[config.mk]
export PLATFORM = sky130hd
export DESIGN_NAME = tagc_lru_order
export DESIGN_NICKNAME = d
export VERILOG_FILES = /design/src/rtl/tagc_lru_order.sv
export SDC_FILE = /design/constraint.sdc
export NUM_CORES = 1
export LEC_CHECK = 0
export BUFFER_PORTS_ARGS = -buffer_cell sky130_fd_sc_hd__buf_4
export CAP_MARGIN = 10
export CELL_PAD_IN_SITES_DETAIL_PLACEMENT = 1
export CELL_PAD_IN_SITES_GLOBAL_PLACEMENT = 1
export CORE_UTILIZATION = 49
export CTS_BUF_LIST = sky130_fd_sc_hd__clkbuf_4 sky130_fd_sc_hd__clkbuf_8
export DETAILED_ROUTE_END_ITERATION = 16
export PLACE_DENSITY_LB_ADDON = 0.1
export SYNTH_ARGS = -nofsm -noshare
export SYNTH_HDL_FRONTEND = slang
export SYNTH_SLANG_ARGS = --single-unit
export TNS_END_PERCENT = 50
[constraint.sdc]
create_clock -name clk -period 2.4 [get_ports clk]
set_input_delay 0.24 -clock clk [delete_from_list [all_inputs] [get_ports clk]]
set_output_delay 0.24 -clock clk [all_outputs]
set_load 0.05 [all_outputs]
[src/rtl/tagc_lru_order.sv]
module tagc_lru_order #(
  parameter int SETS  = 16,
  parameter int WAYS  = 2,
  parameter int IDX_W = 4,
  parameter int WAY_W = 1
) (
  input  logic             clk,
  input  logic             rst_n,
  input  logic [IDX_W-1:0] lk_idx,
  input  logic [WAYS-1:0]  hit_vec,
  input  logic [WAYS-1:0]  vld_vec,
  input  logic             upd_en,
  output logic [WAY_W-1:0] sel_way
);
  // Rank per way: 0 = most recent, WAYS-1 = least recent.
  logic [WAY_W-1:0] age_q [SETS][WAYS];
  logic [WAY_W-1:0] hit_way, inv_way, old_way, sel_age;
  logic             inv_found;

  always_comb begin
    hit_way   = '0;
    inv_way   = '0;
    old_way   = '0;
    inv_found = 1'b0;
    for (int w = 0; w < WAYS; w++) begin
      if (hit_vec[w]) hit_way = WAY_W'(w);
      if (age_q[lk_idx][w] == WAY_W'(WAYS - 1)) old_way = WAY_W'(w);
    end
    for (int w = WAYS - 1; w >= 0; w--) begin
      if (!vld_vec[w]) begin
        inv_way   = WAY_W'(w);
        inv_found = 1'b1;
      end
    end
    if (|hit_vec)       sel_way = hit_way;
    else if (inv_found) sel_way = inv_way;
    else                sel_way = old_way;
    sel_age = age_q[lk_idx][sel_way];
  end

  always_ff @(posedge clk or negedge rst_n) begin
    if (!rst_n) begin
      for (int s = 0; s < SETS; s++)
        for (int w = 0; w < WAYS; w++)
          age_q[s][w] <= WAY_W'(w);
    end else if (upd_en) begin
      for (int w = 0; w < WAYS; w++) begin
        if (WAY_W'(w) == sel_way)
          age_q[lk_idx][w] <= '0;
        else if (age_q[lk_idx][w] < sel_age)
          age_q[lk_idx][w] <= age_q[lk_idx][w] + 1'b1;
      end
    end
  end
endmodule

# ---- Word-level counts from Yosys, hierarchy flattened
# Cells that the tools add are included.
dict set report totals {
  regBits 32
  word_cells 71
  output_inout_bits 1
}
dict set report op_classes {
  reduce_logical 2
  muxes 24
  addsub 2
  bitwise_logic 6
  magnitude_cmp 5
}
# cell count
set ops {}
lappend ops {{$mux 32} 5}
lappend ops {{$and 32x32->32} 2}
lappend ops {{$bwmux 32} 2}
lappend ops {{$not 32->32} 2}
lappend ops {{$demux 2 s4} 2}
lappend ops {{$mux 1} 11}
lappend ops {{$bmux 2 s4} 1}
lappend ops {{$mux 2} 3}
lappend ops {{$ge 5x5->1 const B} 1}
lappend ops {{$lt 5x1->1 const B} 1}
lappend ops {{$not 4->5} 1}
lappend ops {{$add 1x1->1 const B} 2}
lappend ops {{$ge 2x2->1 const B} 1}
lappend ops {{$lt 1x1->1} 2}
lappend ops {{$not 1->2} 1}
lappend ops {{$reduce_or 2->1} 1}
lappend ops {{$logic_and 1x1->1} 1}

# ---- Depth between registers and ports, before layout
dict set report depth {
  depth_word 18
  ltp_mapped 10
}

# ---- Worst setup path after synthesis
# No wires, ideal clock.
dict set report synth_path {
  path_kind {reg2reg}
  start {register age_q[4] (netlist bit)}
  end {register age_q[25] (netlist bit)}
  path_stages_with_launch 8
  slack_ps 163
  arrival_ps 2154
  synth_period_minus_slack_ps 2237
  setup_ps 83
  path_buffers 1
  path_cell_list {dfstp_2 -> mux2i_1 -> a22oi_1 -> a311oi_1 -> a311oi_2 -> clkbuf_1 -> o21ai_0 -> o21ai_0}
}
dict set report synth_between {
  elab_chain_len 17
}
# item line_no
set synth_lines {}
lappend synth_lines {{start: declaration} 16} ;# logic [WAY_W-1:0] age_q [SETS][WAYS];
lappend synth_lines {{start signal: indexed assignment} 45} ;# age_q[s][w] <= WAY_W'(w);
lappend synth_lines {{start signal: indexed assignment} 51} ;# age_q[lk_idx][w] <= age_q[lk_idx][w] + 1'b1;
lappend synth_lines {{$bmux 2 s4 *} 27} ;# if (age_q[lk_idx][w] == WAY_W'(WAYS - 1)) old_way = WAY_W'(w);
lappend synth_lines {{$mux 2 (implied by the code) * (2 in series)} 27}
lappend synth_lines {{$mux 1 *} 27}
lappend synth_lines {{$mux 1 *} 36} ;# else if (inv_found) sel_way = inv_way;
lappend synth_lines {{$mux 1 *} 35} ;# if (|hit_vec) sel_way = hit_way;
lappend synth_lines {{net sel_way} 13} ;# output logic [WAY_W-1:0] sel_way
lappend synth_lines {{$not 1->2 (implied by the code)} 38} ;# sel_age = age_q[lk_idx][sel_way];
lappend synth_lines {{$mux 1 (implied by the code) (3 in series)} 38}
lappend synth_lines {{$lt 1x1->1} 50} ;# else if (age_q[lk_idx][w] < sel_age)
lappend synth_lines {{$mux 32} 50}
lappend synth_lines {{$mux 32} 48} ;# if (WAY_W'(w) == sel_way)
lappend synth_lines {{$mux 32} 46} ;# end else if (upd_en) begin
lappend synth_lines {{$bwmux 32} 51}
lappend synth_lines {{$mux 32} 50}
lappend synth_lines {{$mux 32 *} 48}
# Mark *: on every way through the listed nets, which the timed path passes. The rest lies on a longest branch. The select of a mux whose other input is x is not followed.
# A chain may end at the register's enable or synchronous reset.

# ---- Worst setup path in the final report
dict set report layout_path {
  start {register age_q[4] (netlist bit)}
  end {output port sel_way}
}
dict set report layout_between {
  elab_chain_len 6
}
# item line_no
set layout_lines {}
lappend layout_lines {{$bmux 2 s4} 27}
lappend layout_lines {{$mux 2 (implied by the code) (2 in series)} 27}
lappend layout_lines {{$mux 1} 27}
lappend layout_lines {{$mux 1} 36}
lappend layout_lines {{$mux 1} 35}
lappend layout_lines {{end: declaration} 13}
# No other way between the ends. The select of a mux whose other input is x is not followed.

==> metrics <==
PwrDens 762.0 mW/mm²; cells along the critical path mux2i_1 -> a22oi_1 -> a311oi_1 -> a311oi_2 -> buf_6 -> buf_4; Arrival @ worst endpoint 2.07 ns; clock tree sinks 32; Die Wd 63.89 µm; Num CTS Buffers 5; min cycle time layout 2.307 ns; Max Buffers Root-to-Sink 2; CTS clk-pin slew, worst paths 0.07 ns; vias per cell 5.976; NetSw 468.0 µW; row count 22; Mapped Area 0.001877 mm²; most common cell after layout, fill and taps aside o21ai_0; critical path data required time 2.16 ns; DP Wirelength 3.481 mm; CTS tree yes; PortBufs 11; number of detailed-route iterations in the first pass 4; drt drc 0; syn nets 195; Worst-Margin Slew 0.4817 ns; Post-Place Cells 239; Ys Warns 0; Yosys reg bits 32; Combinational Power Share 22.4%; Skew-Pair Late Insertion Delay 0.29 ns; die height 63.89 µm; WS Path Type reg -> out; Reg with most FFs age_q; CP startpoint kind register; Non-Filler Instances 248; share of layout cells above drive strength 1 29.50%; Largest regs age_q x32; hold slack 0.3990 ns; Final ANT Viol Nets 0; Slowest Stage Delay on Critical Path 0.54 ns; Max Clk Rate 433.6 MHz; CTS root buf clkbuf_8; gr ovfl total 0; largest net degree at the start of global routing 33; Clk pwr share 32.3%; Cells after Synth 184; met3 GRT Util 5.000%; critical-path maximum fanout 17; CP delay by family, top compound AO/OA/AOI/OAI gates; Seq/Total Area, Yosys 43.73%; setup violators final 0; Area Overhead vs Synth 13.00%; Global Route met2 Usage 45.21%; I/O pins 12; hold violation total from the final report 0; gpl congestion 0.8431; antenna violations before repair 0; Nets 210; CP endpoint kind primary output; Core Region 0.003661 mm²; average wire per standard cell 19.27 µm; hold crit path type in -> reg; Unique masters post-synth 30; H-Tree Depth 2; initial core utilization 51.26%; Slowest-stage cell, CP dfstp_2; worst vdd rail ir drop 0.3719 mV; Diodes inserted 0; Power Internal 1148 µW; PnR Total Power 1616 µW; most frequent cells in the layout o21ai_0, inv_1, mux2i_1, nand2_1; max reg flops 32; CP Buf/Inv Count 2; initial detailed-routing violation count 81; vias in the first global route 1612; Final period util 96.11%; Total GRT Usage 27.42%; final setup TNS 0 ns; first-pass GRT wire length 8.211 mm; Mapped Avg Cell Area 10.20 µm²; sequential power share 45.2%; Slew Limit Headroom 67.82%; RSZ-0062 raised after global routing no; fin. max-slew vios 0; vias 1482; Max-cap violations 0; met1 Use GR 35.54%; status finished clean; Switching Fraction 28.96%; Die ar. 0.004082 mm²; WL final 4.780 mm; leakage power 0.001063 µW; busiest layer in global routing met2; Fin Clk Skew 0.008163 ns
-- synth_stat cells --
library cell / number / share of area, %
a2111oi_4: 1 / 1.5
a21oi_1: 2 / 0.53
a22oi_1: 1 / 0.40
a311oi_1: 1 / 0.47
a311oi_2: 1 / 0.80
a31o_2: 1 / 0.47
and2b_1: 1 / 0.40
buf_2: 4 / 1.1
buf_4: 1 / 0.40
buf_6: 3 / 1.8
clkbuf_1: 2 / 0.40
dfrtp_1: 16 / 21
dfstp_2: 16 / 22
inv_1: 20 / 4.0
mux2_4: 1 / 0.80
mux2i_1: 20 / 11
mux4_1: 3 / 4.2
mux4_2: 3 / 3.6
nand2_1: 18 / 3.6
nand3_1: 5 / 1.3
nor2_1: 6 / 1.2
nor2b_1: 2 / 0.67
nor3b_1: 2 / 0.80
o2111ai_1: 2 / 0.93
o21ai_0: 38 / 10
o21ai_2: 10 / 4.7
o22a_1: 1 / 0.47
o22ai_1: 1 / 0.33
or2_0: 1 / 0.33
or2_2: 1 / 0.33
-- cell type report --
class	count	area [µm²]
inverter	20	75.07
sequential	32	820.8
clock inverter	2	35.03
clock buffer	6	76.32
multi-input combinational	122	912.1
fill	417	1540
timing repair buffer	18	141.4
tap	48	60.06
-- worst reg2reg max path: stages (launching register included) --
cell and delay, ns:
dfrtp_1 0.39, mux4_1 0.53, mux2i_1 0.17, mux2_4 0.22, nor2b_1 0.14, nand3_1 0.12
buf_4 0.21, o21ai_0 0.21
-- power groups by stage --
| stage | clock network [µW] | logic, µW | registers, µW |
|---|---|---|---|
| after floorplan | 0 | 260 | 707 |
| after global placement | 0 | 331 | 734 |
| after detailed placement | 0 | 359 | 740 |
| after CTS | 530 | 364 | 731 |
| after global routing | 553 | 407 | 747 |
| final | 523 | 362 | 731 |
-- timing repair --
| action | CTS | global route |
|---|---|---|
| setup endpoints to repair | 0 | 1 |
| hold buffers | 1 | 0 |
| resized for setup | 0 | 1 |
| endpoints found under the hold margin | 16 | 0 |
| buffers inserted | 0 | 0 |
-- per-layer routing --
metal	wire length, µm	vias to the layer above	part of all wire, %
li1	-	677	-
met5	0	-	0
met1	2011	766	42
met2	2458	31	51
met3	239	8	5.0
met4	70	0	1.5
-- worst paths after layout --
check	startpoint	endpoint	slack (ns)	cells past startpoint
worst max-delay path	age_q[4]$_DFFE_PN1P_	sel_way	0.09	6
worst min-delay path	lk_idx[0]	age_q[1]$_DFFE_PN0P_	0.40	3
worst max register to register	age_q[5]$_DFFE_PN0P_	age_q[13]$_DFFE_PN0P_	0.32	7
worst min register to register	age_q[2]$_DFFE_PN1P_	age_q[2]$_DFFE_PN1P_	0.49	2
max in group asynchronous	rst_n	age_q[26]$_DFFE_PN1P_	1.64	2
min in group asynchronous	rst_n	age_q[15]$_DFFE_PN0P_	0.42	2
-- logic make-up after synthesis --
group                  Yosys count  share of synthesized area (%)
muxes                           27                          19.27
DFF                             32                          43.73
buffers and inverters           30                          7.667
AOI/OAI and AO/OA               59                          20.67
and+or+nand+nor                 36                          8.666
-- per-stage QoR --
stage	cell area (µm²)	worst slack (ns)	utilization (%)
floorplan	1877	0.1632	-
global placement	1996	0.3351	54.51
detailed placement	1996	0.2464	54.51
CTS	2117	0.06769	57.83
global route	2121	0.007933	57.93
finish	2121	0.09348	57.93
No activity file was read; power rests on OpenSTA's default activity.
